`src/rtl/arb_pkg.sv`:
```
package arb_pkg;

    localparam int unsigned ARB_REQS  = 5;
    localparam int unsigned CTRL_DW   = 32;
    localparam logic [7:0]  UNLOCK    = 8'hA5;
    localparam int unsigned MODE_POS  = 1;
    localparam int unsigned INIT_POS  = 0;

    typedef enum logic {
        ARB_FIXED  = 1'b0,
        ARB_ROTATE = 1'b1
    } arb_mode_e;

    typedef struct packed {
        arb_mode_e mode;
        logic      init_done;
    } arb_ctrl_t;

endpackage

```
`src/rtl/arb_ctrl_reg.sv`:
```
module arb_ctrl_reg
    import arb_pkg::*;
#(
    parameter int unsigned DW = CTRL_DW
) (
    input  logic          clk,
    input  logic          rst_n,
    input  logic          we_i,
    input  logic [DW-1:0] wdata_i,
    output logic [DW-1:0] rdata_o,
    output arb_ctrl_t     ctrl_o
);

    localparam int unsigned KEY_LSB = DW - 8;

    arb_ctrl_t ctrl_d, ctrl_q;
    logic      key_ok;
    logic      unused_wdata;

    assign key_ok       = (wdata_i[DW-1:KEY_LSB] == UNLOCK);
    assign unused_wdata = ^wdata_i[KEY_LSB-1:MODE_POS+1];

    always_comb begin
        ctrl_d = ctrl_q;
        if (we_i && key_ok) begin
            ctrl_d.mode      = arb_mode_e'(wdata_i[MODE_POS]);
            ctrl_d.init_done = wdata_i[INIT_POS];
        end
    end

    always_ff @(posedge clk or negedge rst_n) begin
        if (!rst_n) begin
            ctrl_q <= '{mode: ARB_FIXED, init_done: 1'b0};
        end else begin
            ctrl_q <= ctrl_d;
        end
    end

    always_comb begin
        rdata_o           = '0;
        rdata_o[MODE_POS] = ctrl_q.mode;
        rdata_o[INIT_POS] = ctrl_q.init_done;
    end

    assign ctrl_o = ctrl_q;

endmodule

```
`src/rtl/arb_prio_pick.sv`:
```
module arb_prio_pick #(
    parameter int unsigned N  = 5,
    parameter int unsigned PW = $clog2(N)
) (
    input  logic [N-1:0]  req_i,
    input  logic [PW-1:0] start_i,
    input  logic          rotate_i,
    output logic          any_o,
    output logic [PW-1:0] win_o
);

    logic [PW-1:0] base;

    assign base = rotate_i ? start_i : '0;

    always_comb begin
        any_o = 1'b0;
        win_o = '0;
        for (int k = 0; k < int'(N); k++) begin
            int cand;
            cand = int'(base) + k;
            if (cand >= int'(N)) cand = cand - int'(N);
            if (!any_o && req_i[cand]) begin
                any_o = 1'b1;
                win_o = PW'(cand);
            end
        end
    end

endmodule

```
`src/rtl/bus_grant_arbiter.sv`:
```
module bus_grant_arbiter
    import arb_pkg::*;
#(
    parameter int unsigned NUM_REQ = ARB_REQS,
    parameter int unsigned DW      = CTRL_DW
) (
    input  logic               clk,
    input  logic               rst_n,
    input  logic               host_mode_i,
    input  logic [NUM_REQ-1:0] req_i,
    input  logic               bus_idle_i,
    input  logic               reg_we_i,
    input  logic [DW-1:0]      reg_wdata_i,
    output logic [DW-1:0]      reg_rdata_o,
    output logic [NUM_REQ-1:0] gnt_o
);

    localparam int unsigned          PW   = $clog2(NUM_REQ);
    localparam logic [PW-1:0]        LAST = PW'(NUM_REQ - 1);
    localparam logic [NUM_REQ-1:0]   PARK = NUM_REQ'(1);

    typedef struct packed {
        logic [NUM_REQ-1:0] gnt;
        logic [PW-1:0]      start;
    } arb_state_t;

    arb_state_t st_d, st_q;
    arb_ctrl_t  ctrl;
    logic       pick_any;
    logic [PW-1:0] pick_win;

    arb_ctrl_reg #(.DW(DW)) ctrl_i (
        .clk     (clk),
        .rst_n   (rst_n),
        .we_i    (reg_we_i),
        .wdata_i (reg_wdata_i),
        .rdata_o (reg_rdata_o),
        .ctrl_o  (ctrl)
    );

    arb_prio_pick #(.N(NUM_REQ), .PW(PW)) pick_i (
        .req_i    (req_i),
        .start_i  (st_q.start),
        .rotate_i (ctrl.mode == ARB_ROTATE),
        .any_o    (pick_any),
        .win_o    (pick_win)
    );

    always_comb begin
        st_d = st_q;
        if (!host_mode_i) begin
            st_d.gnt = PARK;
        end else if (bus_idle_i) begin
            if (pick_any) begin
                st_d.gnt           = '0;
                st_d.gnt[pick_win] = 1'b1;
                st_d.start         = (pick_win == LAST) ? '0 : pick_win + 1'b1;
            end else begin
                st_d.gnt = PARK;
            end
        end
    end

    always_ff @(posedge clk or negedge rst_n) begin
        if (!rst_n) begin
            st_q <= '{gnt: PARK, start: '0};
        end else begin
            st_q <= st_d;
        end
    end

    assign gnt_o = st_q.gnt;

endmodule

```
`config.mk`:
```
export PLATFORM = sky130hd
export DESIGN_NAME = bus_grant_arbiter
export DESIGN_NICKNAME = d
export VERILOG_FILES = /design/src/rtl/arb_pkg.sv /design/src/rtl/arb_ctrl_reg.sv /design/src/rtl/arb_prio_pick.sv /design/src/rtl/bus_grant_arbiter.sv
export SDC_FILE = /design/constraint.sdc
export NUM_CORES = 1
export LEC_CHECK = 0
export BUFFER_PORTS_ARGS = -buffer_cell sky130_fd_sc_hd__buf_2
export CORE_ASPECT_RATIO = 1.25
export CORE_UTILIZATION = 52
export DETAILED_ROUTE_END_ITERATION = 12
export GPL_ROUTABILITY_DRIVEN = 0
export PLACE_DENSITY = 0.87
export SYNTH_ARGS = -nofsm -noshare
export SYNTH_HDL_FRONTEND = slang
export SYNTH_SLANG_ARGS = --single-unit
```
`constraint.sdc`:
```
create_clock -name clk -period 5.85 [get_ports clk]
set_input_delay 1.17 -clock clk [delete_from_list [all_inputs] [get_ports clk]]
set_output_delay 1.17 -clock clk [all_outputs]
set_load 0.01 [all_outputs]
```
Word level (Yosys, flattened, before mapping)

Index checks and enable logic that the tools add are counted.

Input bits: 42
Word-level logic and storage cells: 78
Bits in registers: 10
Output and inout bits: 37

Equal/unequal tests: 3
Add/sub/neg operators: 10
Reductions and logical operators: 11
$lt $le $gt $ge: 12
Mux-type cells: 38

Operator list:

| cell                  | count |
|---|---|
| $lt 32x5->1 const B   | 5 |
| $mux 32               | 5 |
| $ge 32x4->1 const B   | 4 |
| $sub 32x4->32 const B | 4 |
| $mux 3                | 8 |
| $mux 1                | 16 |
| $bmux 1 s3            | 5 |
| $mux 5                | 2 |
| $add 3x2->4 const B   | 2 |
| $eq 8x8->1 const B    | 1 |
| $mux 8                | 1 |
| $logic_and 1x1->1     | 6 |
| $add 3x1->4 const B   | 1 |
| $add 3x3->4 const B   | 1 |
| $logic_not 1->1       | 4 |
| $lt 3x4->1 const B    | 1 |
| $sub 3x3->4 const B   | 1 |
| $add 3x1->3 const B   | 1 |
| $demux 1 s3           | 1 |
| $eq 3x3->1 const B    | 1 |
| $ge 3x1->1 const B    | 1 |
| $ge 3x3->1 const B    | 1 |
| $reduce_and 3->1      | 1 |
| $ne 2x1->1 const B    | 1 |

Longest topological paths before layout

Gate-level depths: netlist of run 1.

Depth in word-level cells: 26
Mapped depth: 18
Mapped depth without buffers: 17

Cells and area by module

A second synthesis of run 1 with hierarchy kept.

Cell total of the unflattened synthesis: 216
Area total of the unflattened synthesis: 1,756.7 µm²

By module, submodules not included:

| module            | times used | sequential area each (µm²) | cells an instance | area each (µm²) |
|---|---|---|---|---|
| arb_prio_pick     | 1          | 0.0                        | 140               | 964.7 |
| bus_grant_arbiter | 1          | 201.4                      | 36                | 435.4 |
| arb_ctrl_reg      | 1          | 50.0                       | 40                | 356.6 |

Worst setup path after synthesis of run 1

OpenSTA, ideal clock, no wires.

Kind: flip-flop to flip-flop
Start point: reg ctrl_i.ctrl_q, in the netlist ctrl_i.ctrl_o[1]
End point: reg st_q[1] in the netlist's numbering
Slack: 2.420 ns
Data arrival time: 3.305 ns
Library setup time: 0.125 ns
Cell stages (with the launch flop): 15
Cell sequence: dfrtp_1 -> buf_6 -> nand2_4 -> ha_1 -> inv_1 -> ha_1 -> o32ai_2 -> mux2i_1 -> nor3b_2 -> nor4b_2 -> nand2_1 -> o311ai_1 -> o31a_2 -> ha_1 -> mux2_4

Word-level cells in the longest chain between the ends: 21

RTL lines:

| element                                                                | RTL line                | source |
|---|---|---|
| start: declaration                                                     | arb_ctrl_reg.sv:16      | `arb_ctrl_t ctrl_d, ctrl_q;` |
| start signal: assignment                                               | arb_ctrl_reg.sv:33      | `ctrl_q <= '{mode: ARB_FIXED, init_done: 1'b0};` |
| start signal: assignment                                               | arb_ctrl_reg.sv:35      | `ctrl_q <= ctrl_d;` |
| $mux 3 (*)                                                             | arb_prio_pick.sv:14     | `assign base = rotate_i ? start_i : '0;` |
| parallel branches: the longest is 20 deep, another holds $sub 32x4->32 | n/a                     |  |
| end signal: assignment                                                 | bus_grant_arbiter.sv:66 | `st_q <= '{gnt: PARK, start: '0};` |
| end signal: assignment                                                 | bus_grant_arbiter.sv:68 | `st_q <= st_d;` |
| end: declaration                                                       | bus_grant_arbiter.sv:27 | `arb_state_t st_d, st_q;` |

Mark *: on every way between the ends. The select of a mux whose other input is x is not followed.
A chain may end at the register's enable or synchronous reset.

Final worst setup path of run 1

Start point: reg ctrl_i.ctrl_q, in the netlist ctrl_i.ctrl_o[1]
End point: reg st_q[2] in the netlist's numbering

The elaborated chain is that of the path after synthesis.

==> summary.txt, run 1 <==
Yosys
  • Yosys warning total: 0
  • Most used standard cells in the synthesized netlist: sky130_fd_sc_hd__buf_4 (35), sky130_fd_sc_hd__nand2_1 (13), sky130_fd_sc_hd__mux2i_1 (12)
  • Cell count after synthesis: 218
  • Area of the mapped netlist: 1810 um^2
  • Leading register cell type out of synthesis: sky130_fd_sc_hd__dfrtp_1
  • EDFF count, synth: 0
  • Count leader, synth: sky130_fd_sc_hd__buf_4
  • Post-synth cell types: 70
  • Asr flop ratio synth: 100%
  • Biggest area contributors in the synthesized netlist: sky130_fd_sc_hd__buf_4 (14%), sky130_fd_sc_hd__dfrtp_1 (12%), sky130_fd_sc_hd__ha_1 (6.9%)
  • Share of the synthesized area in the top cell type: 14.5%
  • Number of register bits inferred by synthesis: 10
  • Yosys top cell by area: sky130_fd_sc_hd__buf_4
  • Syn Area/Cell: 8.32 um^2
  • Register area share after synthesis: 13.9%

Drt
  • Avg Vias per Cell: 5.98
  • Via count: 1638
  • Wire length per cell after detailed routing: between 10 and 15 um
  • Initial DRT Pass Iterations: 4
  • Routed Wire Length: between 4 and 5 mm
  • Remaining routing DRC violations: 0
  • Drt first-iter violations: 59
  • Number of nets still failing antenna checks after routing: 0

Global routing
  • GRT met3 Usage: 1.11%
  • Global-route wire length before repair: 6.53 mm
  • Grt met1 use: between 20% and 30%
  • Largest net degree at the start of global routing: 24
  • Overflow left after global routing: 0
  • Via count of the first global-routing pass: 1507
  • GR Layer Usage met2: 42.6%
  • Antenna violations before repair: 0
  • Global-route usage over all layers: 23.5%
  • Most used routing layer in global routing: met2

Critical path
  • Worst stage delay on the critical path: 0.83 ns
  • Kind of end point of the critical path: register
  • Endpoint arrival time on the critical path: between 4 and 5 ns
  • Critical path type: register to register
  • Critical path startpoint category: register
  • CP most frequent cell: sky130_fd_sc_hd__ha_1
  • Series of cell instances along the critical path: nand2_4, ha_1, inv_1, ha_1, a31oi_1, o32ai_2, mux2i_1, nor3b_2, nor4b_2, nand2_1, o311ai_1, o31a_2, inv_1, ha_1, nor2_1, mux2i_1, a21oi_1
  • Peak fanout along the critical path: 20
  • Data required time at the worst endpoint: 6.01 ns
  • Worst path slowest cell: sky130_fd_sc_hd__dfrtp_1
  • Worst setup slack for register-to-register paths: 1.55 ns
  • Number of buffer and inverter instances along the worst setup path: 2
  • Kind of cell adding the most delay to the critical path: compound AO/OA/AOI/OAI gates

Final layout
  • Number of nets in the final layout: 290
  • Final standard cell utilization of the core: 56.8%
  • Share of final-layout standard cells stronger than drive strength 1: between 20% and 30%
  • Ant diodes: 0
  • Post-synthesis to final-layout area growth: 1.93%

Placed design
  • Pre-CTS WS: around 1.6 ns
  • # port buffers: 26
  • HPWL after DPL: 3.10 mm

Pwr
  • IR Drop Worst-Case VDD: 0.147 mV
  • Leak pwr: 0.855 nW
  • Pwr Total: around 0.33 mW
  • Cell Pwr Density: 178 nW/um^2

Floorplan
  • Row count: 23
  • Floorplan die width: approximately 55 um
  • I/O pin total: 79
  • Total Die Area: 3730 um^2
  • Initial Util: 55.8%
  • Chip height: a little under 70 um
  • Area of the core: around 3300 um^2

STA
  • Least setup slack across all paths after layout: 1.55 ns
  • Relative slew slack: 46.4%
  • Hold Fails Final Rpt: 0
  • Number of failing setup endpoints in the final timing report: 0
  • Max Clk Rate: ~230 MHz
  • Final Max Slew Viols: 0
  • Shortest clock period the worst path allows after layout: 4.30 ns
  • RSZ-0062 raised after global routing: false
  • Total negative slack for setup checks: 0 ns
  • Share of the clock period used by the worst path: 73.5%
  • Post-route clock skew: 0.00265 ns
  • Measured slew at the worst slew-check pin: 0.797 ns

Clock tree
  • Clock root buffer: sky130_fd_sc_hd__clkbuf_8
  • Clk slew on worst S/H paths: approximately 0.05 ns
  • Buffers inserted during post-CTS setup optimization: 0
  • CTS tree: yes
  • # hold bufs at CTS: 0
  • Buffer levels on the longest clock path: 2
  • Count of instances resized after the clock tree is built: 0
  • Htree depth: 1
  • Clk sink count: 10
  • Insertion delay to the later sink of the worst-skew pair: about 0.23 ns
  • Clock buffers created by TritonCTS: 3

Status
  • Run status: finished, final reports clean

Hold path
  • Type of the worst min-delay path: register to register

Flow run
  • Max-cap check violation count: 0
==> final timing paths <==
check,from,endpoint,depth (start not counted)
max,ctrl_i.ctrl_o[1],st_q[2],17
min,gnt_o[2],gnt_o[2],1
max reg2reg,ctrl_i.ctrl_o[1],st_q[2],17
min reg2reg,gnt_o[2],gnt_o[2],1
max in group asynchronous,rst_n,gnt_o[0],1
min in group asynchronous,rst_n,gnt_o[4],1
==> cell usage in the layout, fill, tap and decap left out, types with 3 or more instances in the layout <==
master / Yosys / routed
sky130_fd_sc_hd__ha_1: 10 / 10
sky130_fd_sc_hd__nor2b_1: 3 / 3
sky130_fd_sc_hd__mux2i_1: 12 / 12
sky130_fd_sc_hd__clkbuf_8: 0 / 4
sky130_fd_sc_hd__nor2_1: 9 / 9
sky130_fd_sc_hd__mux2_2: 3 / 3
sky130_fd_sc_hd__nand2b_1: 6 / 6
sky130_fd_sc_hd__buf_2: 1 / 26
sky130_fd_sc_hd__nor4_1: 3 / 3
sky130_fd_sc_hd__a21oi_1: 10 / 10
sky130_fd_sc_hd__dfrtp_1: 9 / 9
sky130_fd_sc_hd__nand2_1: 13 / 13
sky130_fd_sc_hd__nor3_1: 4 / 4
sky130_fd_sc_hd__o21ai_0: 5 / 5
sky130_fd_sc_hd__conb_1: 1 / 30
sky130_fd_sc_hd__nand3_1: 5 / 5
sky130_fd_sc_hd__a211oi_1: 3 / 3
sky130_fd_sc_hd__and2_1: 5 / 5
sky130_fd_sc_hd__nand3b_1: 3 / 3
sky130_fd_sc_hd__o21ai_1: 3 / 3
sky130_fd_sc_hd__inv_1: 10 / 10
==> sequential cells by signal, indices dropped and copies added (netlist names) <==
signal / flops
gnt_o: 5
ctrl_i.ctrl_o: 2
st_q: 3
==> where the power goes <==
part	switching, mW	internal (mW)	total [mW]
Combinational	0.0785	0.0612	0.140
Sequential	0.0267	0.0769	0.104
Clock	0.0268	0.0591	0.0859
==> per-stage QoR <==
stage               instances  hold WS (ns)  area (um^2)
floorplan                 247         0.516         1920
global placement          270         0.469         1790
detailed placement        270         0.484         1790
CTS                       274         0.497         1850
global route              274         0.516         1850
finish                    274         0.491         1850
==> metal layers <==
layer,share of wire (%),vias to the layer above
li1,-,776
met1,40,769
met2,52,84
met3,6.5,9
met4,1.7,0
met5,0,-
==> cell families after synthesis <==
family                     count (synthesis)  synth area share (%)
and+or+nand+nor                           73                  24.8
AOI/OAI and AO/OA                         54                  23.7
buffers and inverters                     51                  19.1
muxes                                     18                  10.9
adders and majority gates                 10                  6.90
DFF                                       10                  13.9
other                                      1                 0.207
xor gates and xnor gates                   1                 0.483
==> area by class of cell <==
cell class | instances | area [um^2]
clock buffer | 4 | 55.1
fill | 317 | 1400
timing repair buffer | 26 | 130
tap | 37 | 46.3
inverter | 11 | 41.3
multi-input combinational | 186 | 1320
sequential | 10 | 251
No activity file was read; power rests on OpenSTA's default activity.
==> inputs of run 2 (changes only) <==
- CORE_UTILIZATION: 52 -> 49
- PLACE_DENSITY: 0.87 -> 0.82
- clock period: 5.85 -> 4.2 ns (I/O delays scaled with it)
==> run 2 against run 1 <==
Against the previous run: worst hold slack worse by 0.037 ns; non-clock buffer count rose by 5; clock skew down 0.0022 ns; first-iteration DRC count is 14% lower; sequential cell count unchanged; die area rose by 5.9%.
==> summary.txt, run 2 (synthesis gave the netlist of run 1 again) <==
Final layout
  • Number of nets in the final layout: 295
  • Most common cell after layout, fill and taps aside: sky130_fd_sc_hd__conb_1
  • Leading cell types in the layout, fill and taps excluded: sky130_fd_sc_hd__conb_1 (30), sky130_fd_sc_hd__buf_2 (26), sky130_fd_sc_hd__nand2_1 (13)
  • Post-synthesis to final-layout area growth: 4.28%
  • Ant diodes: 0
  • Flip-flop count of the largest register, all copies and words added: 5
  • Share of final-layout standard cells stronger than drive strength 1: 26.4%

Critical path
  • Worst stage delay on the critical path: 0.48 ns
  • Worst path slowest cell: sky130_fd_sc_hd__dfrtp_2
  • Data required time at the worst endpoint: 4.36 ns
  • CP most frequent cell: sky130_fd_sc_hd__ha_1
  • Endpoint arrival time on the critical path: just under 4 ns
  • Worst setup slack for register-to-register paths: 0.43 ns
  • Series of cell instances along the critical path: nand2_4, ha_1, inv_1, ha_1, o32ai_4, mux2i_1, nor3b_2, nor4b_2, nand2_1, o311ai_1, o31a_2, inv_1, ha_1, nor2_1, mux2i_1, a21oi_1
  • Critical path type: register to register
  • Critical path startpoint category: register
  • Peak fanout along the critical path: 9
  • Kind of end point of the critical path: register

Floorplan
  • Initial Util: 51.6%
  • Total Die Area: 3950 um^2
  • Row count: 24
  • I/O pin total: 79
  • Area of the core: 3510 um^2
  • Chip height: 70.0 um
  • Floorplan die width: 56.4 um

Drt
  • Remaining routing DRC violations: 0
  • Wire length per cell after detailed routing: 14.1 um
  • Number of nets still failing antenna checks after routing: 0
  • Avg Vias per Cell: about 5.8
  • Routed Wire Length: approximately 4 mm
  • Via count: 1635
  • Initial DRT Pass Iterations: 4
  • Drt first-iter violations: 51

Clock tree
  • Clock root buffer: sky130_fd_sc_hd__clkbuf_8
  • Clk sink count: 10
  • Clk slew on worst S/H paths: 0.04 ns
  • # hold bufs at CTS: 0
  • Buffers inserted during post-CTS setup optimization: 0
  • Buffer levels on the longest clock path: 2
  • Clock buffers created by TritonCTS: 3
  • CTS tree: yes
  • Count of instances resized after the clock tree is built: 0
  • Insertion delay to the later sink of the worst-skew pair: 0.23 ns
  • Htree depth: 1

Global routing
  • Overflow left after global routing: 0
  • Largest net degree at the start of global routing: 23
  • Global-route usage over all layers: 20.9%
  • Via count of the first global-routing pass: about 1500
  • Antenna violations before repair: 0
  • Global-route wire length before repair: roughly 6.7 mm

STA
  • Max Clk Rate: 265 MHz
  • Share of the clock period used by the worst path: 89.8%
  • RSZ-0062 raised after global routing: false
  • Final Max Slew Viols: 0
  • Total negative slack for setup checks: 0 ns
  • Least setup slack across all paths after layout: 0.429 ns
  • Measured slew at the worst slew-check pin: approximately 0.72 ns
  • Relative slew slack: a little over 50%
  • Shortest clock period the worst path allows after layout: ~3.8 ns
  • Post-route clock skew: 0.000474 ns
  • Hold Fails Final Rpt: 0
  • Number of failing setup endpoints in the final timing report: 0

Status
  • Run status: finished, final reports clean

Pwr
  • IR Drop Worst-Case VDD: approximately 0.26 mV
  • Cell Pwr Density: 240 nW/um^2
  • Leak pwr: 0.873 nW

Placed design
  • # port buffers: 26
  • Pre-CTS WS: around 0.31 ns
  • HPWL after DPL: 3.17 mm

Hold path
  • Type of the worst min-delay path: primary input to asynchronous set/reset pin

Flow run
  • Max-cap check violation count: 0
==> run 2: changes by cell type in the layout (fill, tap and decap cells not counted), sizes merged <==
cell,delta
buf,+5
==> run 2: critical path, delay by kind of cell, from the launching register on <==
family	cells	cell delay, ns
buffers and inverters	2	0.15
AO/OA/AOI/OAI	4	1.08
multiplexers	2	0.33
flip-flops	1	0.48
AND/OR/NAND/NOR	5	0.94
adder cells (fa/ha/maj)	3	0.71
==> run 2: report_power, final <==
group,switching [mW],internal (mW)
combinational,0.139,0.0955
sequential,0.00989,0.108
clock,0.0343,0.0661
==> run 2: per-layer routing <==
layer  global-route usage [%]  wire, um  up-vias
li1                         -         -      786
met4                     8.67        72        0
met3                     1.30       198        8
met1                     24.7      1560      774
met5                        0         0        -
met2                     38.2      2140       67
==> run 2: through the flow <==
stage	instance area (um^2)	power, mW	hold slack, ns	util (%)	std cells
6_report	1890	0.453	0.454	53.8	281
5_1_grt	1890	0.485	0.464	53.8	281
4_1_cts	1880	0.453	0.455	53.5	281
3_5_place_dp	1830	0.349	0.475	52.2	277
3_3_place_gp	1830	0.344	0.464	52.2	277
2_1_floorplan	1920	0.322	0.516	-	247
==> run 2: worst paths after layout <==
kind,cells past startpoint,end,start
hold / removal,1,gnt_o[1],rst_n
setup / recovery,16,st_q[2],ctrl_i.ctrl_o[1]
min in group clk,2,gnt_o[3],gnt_o[3]
setup reg to reg,16,st_q[2],ctrl_i.ctrl_o[1]
hold reg to reg,2,gnt_o[3],gnt_o[3]
max in group asynchronous,1,gnt_o[0],rst_n
==> run 2: area by class of cell <==
class | count | area [um^2]
clock buffer | 4 | 45.0
fill | 337 | 1620
inverter | 11 | 41.3
multi-input combinational | 186 | 1340
sequential | 10 | 253
tap | 39 | 48.8
timing repair buffer | 31 | 168
